<file path="config.mk">
export PLATFORM = sky130hd
export DESIGN_NAME = acc_alu
export DESIGN_NICKNAME = d
export VERILOG_FILES = /design/src/rtl/acc_alu.sv
export SDC_FILE = /design/constraint.sdc
export NUM_CORES = 1
export LEC_CHECK = 0
export BUFFER_PORTS_ARGS = -buffer_cell sky130_fd_sc_hd__buf_2
export CAP_MARGIN = 10
export CORE_MARGIN = 4
export CORE_UTILIZATION = 35
export CTS_CLUSTER_DIAMETER = 60
export DETAILED_ROUTE_END_ITERATION = 7
export GPL_TIMING_DRIVEN = 0
export SYNTH_ARGS = -nofsm -noshare
export SYNTH_HDL_FRONTEND = slang
export SYNTH_SLANG_ARGS = --single-unit
</file>
<file path="constraint.sdc">
create_clock -name clk -period 1.9 [get_ports clk]
set_input_delay 0.19 -clock clk [delete_from_list [all_inputs] [get_ports clk]]
set_output_delay 0.19 -clock clk [all_outputs]
set_load 0.01 [all_outputs]
</file>
<file path="src/rtl/acc_alu.sv">
module acc_alu #(
  parameter bit REG_ACC = 1'b1
) (
  input  logic       clk,
  input  logic       rst_n,
  input  logic       op_valid,
  input  logic [2:0] op_sel,
  input  logic [7:0] acc_in,
  input  logic [7:0] opnd_in,
  input  logic       cy_in,
  input  logic       ac_in,
  input  logic       ov_in,
  output logic [7:0] res_out,
  output logic       cy_out,
  output logic       ac_out,
  output logic       ov_out
);
  localparam logic [2:0] OP_ADD  = 3'd0;
  localparam logic [2:0] OP_ADDC = 3'd1;
  localparam logic [2:0] OP_SUBB = 3'd2;
  localparam logic [2:0] OP_INC  = 3'd3;
  localparam logic [2:0] OP_DEC  = 3'd4;
  localparam logic [2:0] OP_DA   = 3'd5;

  logic       c_use;
  logic [8:0] sum9, dif9, lo9, hi9;
  logic [4:0] hsum, hdif;
  logic       fix_lo, fix_hi;
  logic [7:0] r_n;
  logic       cy_n, ac_n, ov_n;

  assign c_use = (op_sel == OP_ADD) ? 1'b0 : cy_in;
  assign sum9  = {1'b0, acc_in} + {1'b0, opnd_in} + {8'd0, c_use};
  assign hsum  = {1'b0, acc_in[3:0]} + {1'b0, opnd_in[3:0]} + {4'd0, c_use};
  assign dif9  = {1'b0, acc_in} - {1'b0, opnd_in} - {8'd0, cy_in};
  assign hdif  = {1'b0, acc_in[3:0]} - {1'b0, opnd_in[3:0]} - {4'd0, cy_in};

  assign fix_lo = (acc_in[3:0] > 4'd9) || ac_in;
  assign lo9    = {1'b0, acc_in} + (fix_lo ? 9'h006 : 9'h000);
  assign fix_hi = (lo9[7:4] > 4'd9) || cy_in || lo9[8];
  assign hi9    = {1'b0, lo9[7:0]} + (fix_hi ? 9'h060 : 9'h000);

  always_comb begin
    r_n  = acc_in;
    cy_n = cy_in;
    ac_n = ac_in;
    ov_n = ov_in;
    case (op_sel)
      OP_ADD, OP_ADDC: begin
        r_n  = sum9[7:0];
        cy_n = sum9[8];
        ac_n = hsum[4];
        ov_n = (acc_in[7] == opnd_in[7]) && (sum9[7] != acc_in[7]);
      end
      OP_SUBB: begin
        r_n  = dif9[7:0];
        cy_n = dif9[8];
        ac_n = hdif[4];
        ov_n = (acc_in[7] != opnd_in[7]) && (dif9[7] != acc_in[7]);
      end
      OP_INC: r_n = acc_in + 8'd1;
      OP_DEC: r_n = acc_in - 8'd1;
      OP_DA: begin
        r_n  = hi9[7:0];
        cy_n = cy_in | lo9[8] | hi9[8];
      end
      default: ;
    endcase
  end

  generate
    if (REG_ACC) begin : g_reg
      always_ff @(posedge clk or negedge rst_n) begin
        if (!rst_n) begin
          res_out <= 8'd0;
          cy_out  <= 1'b0;
          ac_out  <= 1'b0;
          ov_out  <= 1'b0;
        end else if (op_valid) begin
          res_out <= r_n;
          cy_out  <= cy_n;
          ac_out  <= ac_n;
          ov_out  <= ov_n;
        end
      end
    end else begin : g_comb
      assign res_out = r_n;
      assign cy_out  = cy_n;
      assign ac_out  = ac_n;
      assign ov_out  = ov_n;
    end
  endgenerate
endmodule

</file>
# Word level (Yosys, flattened, before mapping)
# Index checks and enable logic that the tools add are counted.
# classes
shifts	0
add_sub_neg	12
n_bitwise	2
multipliers	0
div_mod_pow	0
n_eq_ne	9
reduce_logical	7
mux	7
magnitude_cmp	2
# op_table
cell	count
$pmux W8 S5	1
$add A8 B3 Y9	1
$add A8 B7 Y9	1
$add A8 B8 Y9	1
$add A9 B1 Y9	1
$sub A8 B8 Y9	1
$sub A9 B1 Y9	1
$add A8 B1 Y8 const B	1
$gt A4 B4 Y1 const B	2
$sub A8 B1 Y8 const B	1
$mux W7	1
$eq A3 B2 Y1 const B	2
$eq A3 B3 Y1 const B	2
$add A4 B4 Y5	1
$add A5 B1 Y5	1
$sub A4 B4 Y5	1
$sub A5 B1 Y5	1
$pmux W1 S2	2
$eq A3 B1 Y1 const B	1
$logic_not A3 Y1	1
$logic_or A1 B1 Y1	3
$mux W3	1
$ne A1 B1 Y1	3
$pmux W1 S3	1
5 further kinds	7
# word_totals
in_bits	25
output_inout_bits	11
latchBits	0
word_cells	43
romBits	0
ramBits	0
reg_bits	11
memories	0

# Longest topological paths before layout
# Gate-level depths: netlist of the first run.
# depth
depth_word	11
depth_mapped	15
ltp_nobuf	15

# Least setup slack after synthesis of the first run
# Ideal clock, no wire load.
# synth_path
path_type	input -> register
from	input opnd_in[0]
to	register cy_out
path_stages	13
setup_ns	0.124
required_time_ns	1.776
arrival_ns	2.708
path_slack_ns	-0.932
path_buffers	0
cell_sequence	inv_1 fa_1 inv_1 ha_1 or2_2 fa_1 nand2b_1 a21oi_2 o21ai_1 a31oi_1 xnor2_1 nor2_1 o31a_1
# synth_via
elab_chain_cells	3
elab_cells_between_ends	5
cone_classes	add/sub (4); mux (1)
# synth_rtl
element	line	rtl
start: declaration	9	input logic [7:0] opnd_in,
$sub A8 B8 Y9 / $add A8 B8 Y9 (equally long branches)	35, 33	
$sub A9 B1 Y9 / $add A9 B1 Y9 (equally long branches)	35, 33	
$pmux W1 S3 (*)	48	case (op_sel)
end signal: assignment	81	cy_out <= cy_n;
end: declaration	14	output logic cy_out,
# Mark *: on every way between the ends. The rest lies on a longest branch, timed or not.
# A chain may end at the register's enable or synchronous reset.

# Final worst setup path of the first run
# layout_path
from	input acc_in[1]
to	register res_out[6]
# layout_via
elab_chain_cells	10
elab_cells_between_ends	16
cone_classes	add/sub (8); order compare (2); mux (3); reduce/logical (3)
# layout_rtl
element	line	rtl
start: declaration	8	input logic [7:0] acc_in,
$gt A4 B4 Y1	38	assign fix_lo = (acc_in[3:0] > 4'd9) || ac_in;
$logic_or A1 B1 Y1	38	
$mux W3	39	assign lo9 = {1'b0, acc_in} + (fix_lo ? 9'h006 : 9'h000);
$add A8 B3 Y9	39	
$gt A4 B4 Y1	40	assign fix_hi = (lo9[7:4] > 4'd9) || cy_in || lo9[8];
$logic_or A1 B1 Y1 (2 in a row)	40	
$mux W7	41	assign hi9 = {1'b0, lo9[7:0]} + (fix_hi ? 9'h060 : 9'h000);
$add A8 B7 Y9	41	
$pmux W8 S5 (*)	48	
end signal: assignment	80	res_out <= r_n;
end: declaration	13	output logic [7:0] res_out,
# Marks and branches as above.

==> results of run 1 <==
-- placed cells by master, fill, tap and decap left out, types with 3 or more instances in the layout --
| cell type | netlist | routed |
|---|---|---|
| o21ai_0 | 5 | 4 |
| a221oi_2 | 0 | 4 |
| a21oi_1 | 26 | 21 |
| xor2_1 | 9 | 7 |
| a211oi_2 | 1 | 3 |
| buf_6 | 5 | 7 |
| xnor2_1 | 17 | 15 |
| inv_1 | 24 | 19 |
| ha_2 | 0 | 4 |
| o21bai_1 | 3 | 3 |
| ha_4 | 0 | 6 |
| a21o_1 | 8 | 8 |
| nor2_1 | 28 | 28 |
| fa_2 | 0 | 4 |
| dfrtp_1 | 11 | 11 |
| clkbuf_8 | 5 | 8 |
| a21oi_2 | 1 | 4 |
| nand2b_1 | 5 | 3 |
| inv_2 | 3 | 5 |
| buf_12 | 0 | 5 |
| buf_2 | 0 | 24 |
| nor3_2 | 2 | 3 |
| buf_4 | 1 | 17 |
| o31ai_1 | 4 | 3 |
| nand2_1 | 20 | 20 |
| ha_1 | 31 | 21 |
| nor3_1 | 7 | 5 |
-- area by class of cell --
class	instances	area, sq um
clock buffers	4	45.04
multi-input cells	229	2048
plain buffers	11	132.6
fillers	571	2949
inverters	27	113.9
well taps	75	93.84
flip-flops and latches	11	275.3
repair buffers	50	402.9
-- through the flow --
step           area (sq um)  power, mW    util
6_report               3112      1.508  0.5134
5_1_grt                3112      1.612  0.5134
4_1_cts                2940      1.422  0.4851
3_5_place_dp           2566      1.072  0.4234
3_3_place_gp           2566      1.061  0.4234
2_1_floorplan          2312     0.8584       -
-- power breakdown --
| group | internal [mW] | switching (mW) |
|---|---|---|
| registers | 0.272 | 0.0181 |
| clock network | 0.147 | 0.0821 |
| logic | 0.468 | 0.520 |
| total | 0.887 | 0.621 |
-- critical path: cells and delay by family --
family / cells / cell delay [ns]
AND/OR/NAND/NOR: 2 / 0.27
XOR/XNOR: 2 / 0.32
AO/OA/AOI/OAI: 7 / 1.17
adder cells (fa/ha/maj): 3 / 0.75
buffers and inverters: 2 / 0.12
-- cell families after synthesis --
kind of cell	Yosys count
AOI/OAI and AO/OA	84
xor gates and xnor gates	26
adders and majority gates	37
buffers and inverters	38
DFF	11
muxes	1
and+or+nand+nor	81
-- metal layers --
layer,up-vias,global-route usage,share of wire
met4,0,0.04808,0.015
li1,1096,-,-
met1,1073,0.2328,0.46
met5,-,0,0
met2,96,0.2945,0.48
met3,16,0.009407,0.050
-- registers in the layout, indices dropped and copies added, names as in the netlist --
name	cells
ov_out	1
ac_out	1
cy_out	1
res_out	8
-- final timing paths --
check                        endpoint       start  cells past startpoint
setup / recovery           res_out[6]   acc_in[1]                     16
hold / removal                 ac_out       ac_in                      3
setup reg to reg               cy_out      cy_out                      3
hold reg to reg            res_out[1]  res_out[1]                      2
max in group asynchronous  res_out[6]       rst_n                      2
min in group asynchronous  res_out[1]       rst_n                      2
-- repair_timing --
item / CTS / global route
buffers inserted: 13 / 4
hold endpoints to repair: 11 / 0
setup endpoints to repair: 10 / 10
gates resized for setup: 45 / 32
pin swaps: 22 / 28
hold buffers: 1 / 0
==> run_results.csv, run 1 <==
group,metric,value,unit
global_routing,grt_pass1_vias,2126,
sta,hold_ws,0.2898,ns
sta,final.setup_skew,0,ns
die,core_area,0.006061,sq mm
global_routing,antenna_found_initial,0,
cts,clk_latency,0.23,ns
placed_design,gp_congestion,0.9418,
power_and_ir_drop,cellLeakagePower,1.336,nW
cells_and_area,drive_gt1_frac,0.3825,
worst_setup_path,end_kind,"flip-flop",
die,die_h,88.11,um
synth,synth_top_cell_area_share,0.1727,
die,dieWidth,88.11,um
worst_setup_path,worstPathRequired,2.00,ns
sta,fin_crit,2.721,ns
worst_setup_path,crit_chain,"buf_12 -> o21ai_4 -> nand2b_4 -> ha_4 -> inv_2 -> fa_2 -> nor3_4 -> xnor2_2 -> o32a_1 -> a21o_1 -> xor2_2 -> ha_4 -> a21oi_2 -> o221ai_2 -> a211oi_2 -> a221oi_2",
sta,rsz0062_at_grt,"true",
drt,ant_nets,0,
synth,yosys.cell_types.count,56,
worst_setup_path,reg2reg_slack,1.13,ns
worst_setup_path,path_class,"primary input to flip-flop",
synth,synth_top_cells_by_count,"ha_1, nor2_1, a21oi_1",
status,status,"finished, violations left",
cts,clk_pin_slew,0.05,ns
synth,synth_warnings,0,
worst_setup_path,crit_fanout,3,
worst_setup_path,critical-path-slowest-cell,"fa_2",
run,cap_violations,0,
status,failed_checks,"setup timing",
cts,clockBufferDepth,2,
synth,synth_top_area_cell,"ha_1",
sta,hold_viol,0,
drt,wire_per_inst,16.86,um
synth,synthAdderAreaFrac,0.2262,
cts,cts_sinks,11,
min_path,hold_path_class,"primary input to flip-flop",
synth,syn_area,0.002246,sq mm
cts,htreeDepth,1,
synth,synth_ff_type,"dfrtp_1",
die,initial_core_util,0.3706,
synth,synth_compound_area_frac,0.2613,
synth,ys_seq_area_frac,0.1226,
worst_setup_path,max_stage_delay,0.38,ns
sta,fin_ws,-0.8213,ns
sta,fin_crit_sh,1.432,
cts,cts_tree,"built",
placed_design,dp_hpwl,5057,um
synth,ys_ff_latch,11,
synth,synth_top_family_by_area,"compound AO/OA/AOI/OAI gates",
drt,drt_pass1_iterations,5,
worst_setup_path,arrival,2.82,ns
cts,cts_root_buf,"clkbuf_8",
sta,slew_headroom,0.6422,
placed_design,post-place-cells,385,
global_routing,grt_overflow_total,0,
drt,drt-vias-per-instance,5.604,
sta,tightest_slew,0.5231,ns
cells_and_area,area_growth_syn_to_layout,38.55,%
synth,ys_async_sr_fraction,1.000,
drt,drc,0,
cells_and_area,final_cell_count_no_fill,407,
synth,synthTopCellsByArea,"ha_1, dfrtp_1, xnor2_1",
synth,syn_area_per_cell,8.079,sq um
sta,clock.fmax,0.3675,GHz
die,io_pins,36,
worst_setup_path,startpoint_type,"primary input",
cells_and_area,antenna_cells,0,
synth,synth_xor_area_frac,0.1014,
placed_design,dpl_worst_slack,-1.446,ns
synth,synth.area.mux_share,0.005014,
global_routing,grt_pass1_wl,10430,um
global_routing,track_usage,0.1714,
synth,yosysMostFrequentCell,"ha_1",
sta,fin_setup_tns,-5.433,ns
global_routing,grt_max_degree,12,
synth,syn_inst,278,
sta,slew_viol_final,0,
drt,totalWireLength,6861,um
sta,final-setup-viol-count,10,
synth,yosys.area_share.simple,0.1794,
die,design.die.area,0.007762,sq mm
power_and_ir_drop,peakVddDrop,0.3876,mV
placed_design,port_buffers,32,
cts,cts_buffers,3,
synth,synth_edf_count,0,
synth,syn_nets,340,
die,std_cell_rows,28,
drt,vias,2281,
drt,drt_iter0_markers,180,
power_and_ir_drop,p_per_area,484.6,mW/mm^2
cells_and_area,fin_nets,395,
worst_setup_path,path_common_cell,"ha_4",
Note: power is estimated with default switching activity, not from simulation.
==> run 2: changes to the inputs <==
--- a/config.mk
+++ b/config.mk
@@ -5,12 +5,12 @@
 export SDC_FILE = /design/constraint.sdc
 export NUM_CORES = 1
 export LEC_CHECK = 0
-export BUFFER_PORTS_ARGS = -buffer_cell sky130_fd_sc_hd__buf_2
 export CAP_MARGIN = 10
 export CORE_MARGIN = 4
 export CORE_UTILIZATION = 35
 export CTS_CLUSTER_DIAMETER = 60
 export DETAILED_ROUTE_END_ITERATION = 7
+export DONT_BUFFER_PORTS = 1
 export GPL_TIMING_DRIVEN = 0
 export SYNTH_ARGS = -nofsm -noshare
 export SYNTH_HDL_FRONTEND = slang
==> run 2 against run 1 <==
- the flow still finishes with violations (setup timing)
- utilization shrank 4.4 points
- sequential share of layout area grew 0.83 points
- register-to-register slack lost 0.04 ns
- largest cell class unchanged
- largest power group unchanged
==> run_results.csv, run 2 (synthesis results as in run 1) <==
group,metric,value,unit
placed_design,gp_congestion,0.9315,
drt,drc,0,
power_and_ir_drop,clkPwrFrac,0.163,
drt,wire_per_inst,17.22,um
sta,final-setup-viol-count,9,
worst_setup_path,crit_fanout,10,
global_routing,grt_overflow_total,0,
cells_and_area,largest_register_ffs,8,
cells_and_area,fillers,584,
worst_setup_path,cp-startpoint,"acc_in[1]",
die,initial_core_util,0.3706,
drt,totalWireLength,6511,um
worst_setup_path,path_common_cell,"ha_2",
drt,ant_nets,0,
die,dieWidth,88.11,um
drt,drt_iter0_markers,152,
cells_and_area,regMostFlops,"res_out",
run,cap_violations,0,
status,failed_checks,"setup timing",
sta,fin_crit,2.667,ns
worst_setup_path,worstPathRequired,2.00,ns
power_and_ir_drop,cellLeakagePower,1.208,nW
cells_and_area,utilization,0.4694,
sta,slew_headroom,0.6776,
placed_design,dpl_cell_area,0.002406,sq mm
sta,fin_ws,-0.7669,ns
power_and_ir_drop,p_per_area,484.8,mW/mm^2
cts,clk_pin_slew,0.05,ns
worst_setup_path,crit_chain,"o21ai_4 -> nand2b_1 -> ha_2 -> inv_2 -> fa_2 -> nor3_4 -> xnor2_2 -> o32a_1 -> a21o_1 -> xor2_1 -> ha_2 -> a21oi_2 -> o221ai_2 -> a211oi_2 -> a221oi_1",
sta,hold_ws,0.1328,ns
sta,clock.fmax,0.3750,GHz
global_routing,track_usage,0.1719,
cells_and_area,antenna_cells,0,
cts,cts_tree,"built",
sta,tightest_slew,0.4714,ns
global_routing,gr-usage-met2,0.2877,
power_and_ir_drop,p_int,822.6,uW
min_path,hold_path_class,"primary input to flip-flop",
die,die_h,88.11,um
worst_setup_path,cp_num_buf_inv,1,
sta,slew_viol_final,0,
global_routing,grt_pass1_wl,10500,um
die,io_pins,36,
power_and_ir_drop,peakVddDrop,0.4643,mV
worst_setup_path,end_kind,"flip-flop",
die,design.die.area,0.007762,sq mm
power_and_ir_drop,p_switching,556.8,uW
placed_design,dp_hpwl,5120,um
drt,vias,2112,
cells_and_area,area_growth_syn_to_layout,26.69,%
cts,htreeDepth,1,
cts,clockBufferDepth,2,
worst_setup_path,max_stage_delay,0.40,ns
drt,drt-vias-per-instance,5.587,
sta,rsz0062_at_grt,"true",
sta,fin_crit_sh,1.404,
placed_design,port_buffers,0,
global_routing,grtUsageMet1,0.2335,
sta,fin_setup_tns,-4.331,ns
cts,cts_buffers,3,
power_and_ir_drop,switching_share,0.4036,
power_and_ir_drop,seqPwrFrac,0.228,
die,core_area,0.006061,sq mm
sta,final.setup_skew,0,ns
power_and_ir_drop,comb_power_share,0.609,
drt,drt_pass1_iterations,4,
cells_and_area,fin_nets,366,
min_path,hp-start,"acc_in[0]",
cts,cts_sinks,11,
power_and_ir_drop,total_power,1.379,mW
global_routing,grt_use_met3,0.02352,
cells_and_area,final_common_cell,"nor2_1",
global_routing,grt_max_degree,12,
sta,hold_viol,0,
worst_setup_path,path_class,"primary input to flip-flop",
die,std_cell_rows,28,
worst_setup_path,startpoint_type,"primary input",
cells_and_area,final_cell_mix,"nor2_1, ha_1, inv_1, a21oi_1, nand2_1",
cells_and_area,fin_area,0.002845,sq mm
cells_and_area,drive_gt1_frac,0.3135,
worst_setup_path,r2r_start,"cy_out",
worst_setup_path,crit_family,"compound AO/OA/AOI/OAI gates",
worst_setup_path,arrival,2.77,ns
status,status,"finished, violations left",
cts,cts_root_buf,"clkbuf_8",
cts,clk_latency,0.23,ns
global_routing,antenna_found_initial,0,
global_routing,grt_pass1_vias,2063,
global_routing,busiest_layer,"met2",
worst_setup_path,critical-path-slowest-cell,"fa_2",
-- run 2: changes by cell type in the layout (fill, tap and decap cells not counted), sizes merged --
cell    change
clkbuf      -2
buf        -27
-- run 2: layer usage --
layer	routed length (um)	part of all wire
met1	2898	0.45
met2	3177	0.49
met3	358	0.055
met4	76	0.012
met5	0	0
-- run 2: layout make-up --
class | count | area (sq um) | area share
Multi-Input combinational cell | 229 | 1989 | 0.6992
Sequential cell | 11 | 275.3 | 0.09675
Timing Repair Buffer | 21 | 167.7 | 0.05893
Buffer | 11 | 165.2 | 0.05805
Inverter | 27 | 108.9 | 0.03826
Tap cell | 75 | 93.84 | 0.03298
Clock buffer | 4 | 45.04 | 0.01583
-- run 2: worst paths after layout --
check	end	slack (ns)	cells after the start
max	res_out[6]	-0.77	15
min	res_out[0]	0.13	2
max reg2reg	cy_out	1.09	3
min reg2reg	ac_out	0.58	2
max in group asynchronous	ac_out	1.23	1
min in group asynchronous	res_out[5]	0.35	1
-- run 2: per-stage QoR --
stage                     instances  worst slack (ns)
after floorplan                 278           -0.7975
after global placement          353            -1.106
after detailed placement        353            -1.131
after CTS                       368           -0.7211
after global routing            378           -0.9288
final                           378           -0.7669
-- run 2: timing repair --
| action | 4_1_cts | 5_1_grt |
|---|---|---|
| gates resized for setup | 22 | 25 |
| buffers inserted | 10 | 10 |
| endpoints found under the setup margin | 10 | 10 |
| hold buffers | 1 | 0 |
| pin swaps | 12 | 23 |
| endpoints found under the hold margin | 11 | 0 |
-- run 2: power by group through the flow --
stage                     combinational, mW  sequential, mW  clock, mW
after floorplan                       0.546           0.313          0
after CTS                             0.760           0.317      0.228
after detailed placement              0.669           0.320          0
after global routing                  0.925           0.320      0.238
final                                 0.839           0.315      0.225
after global placement                0.658           0.319          0
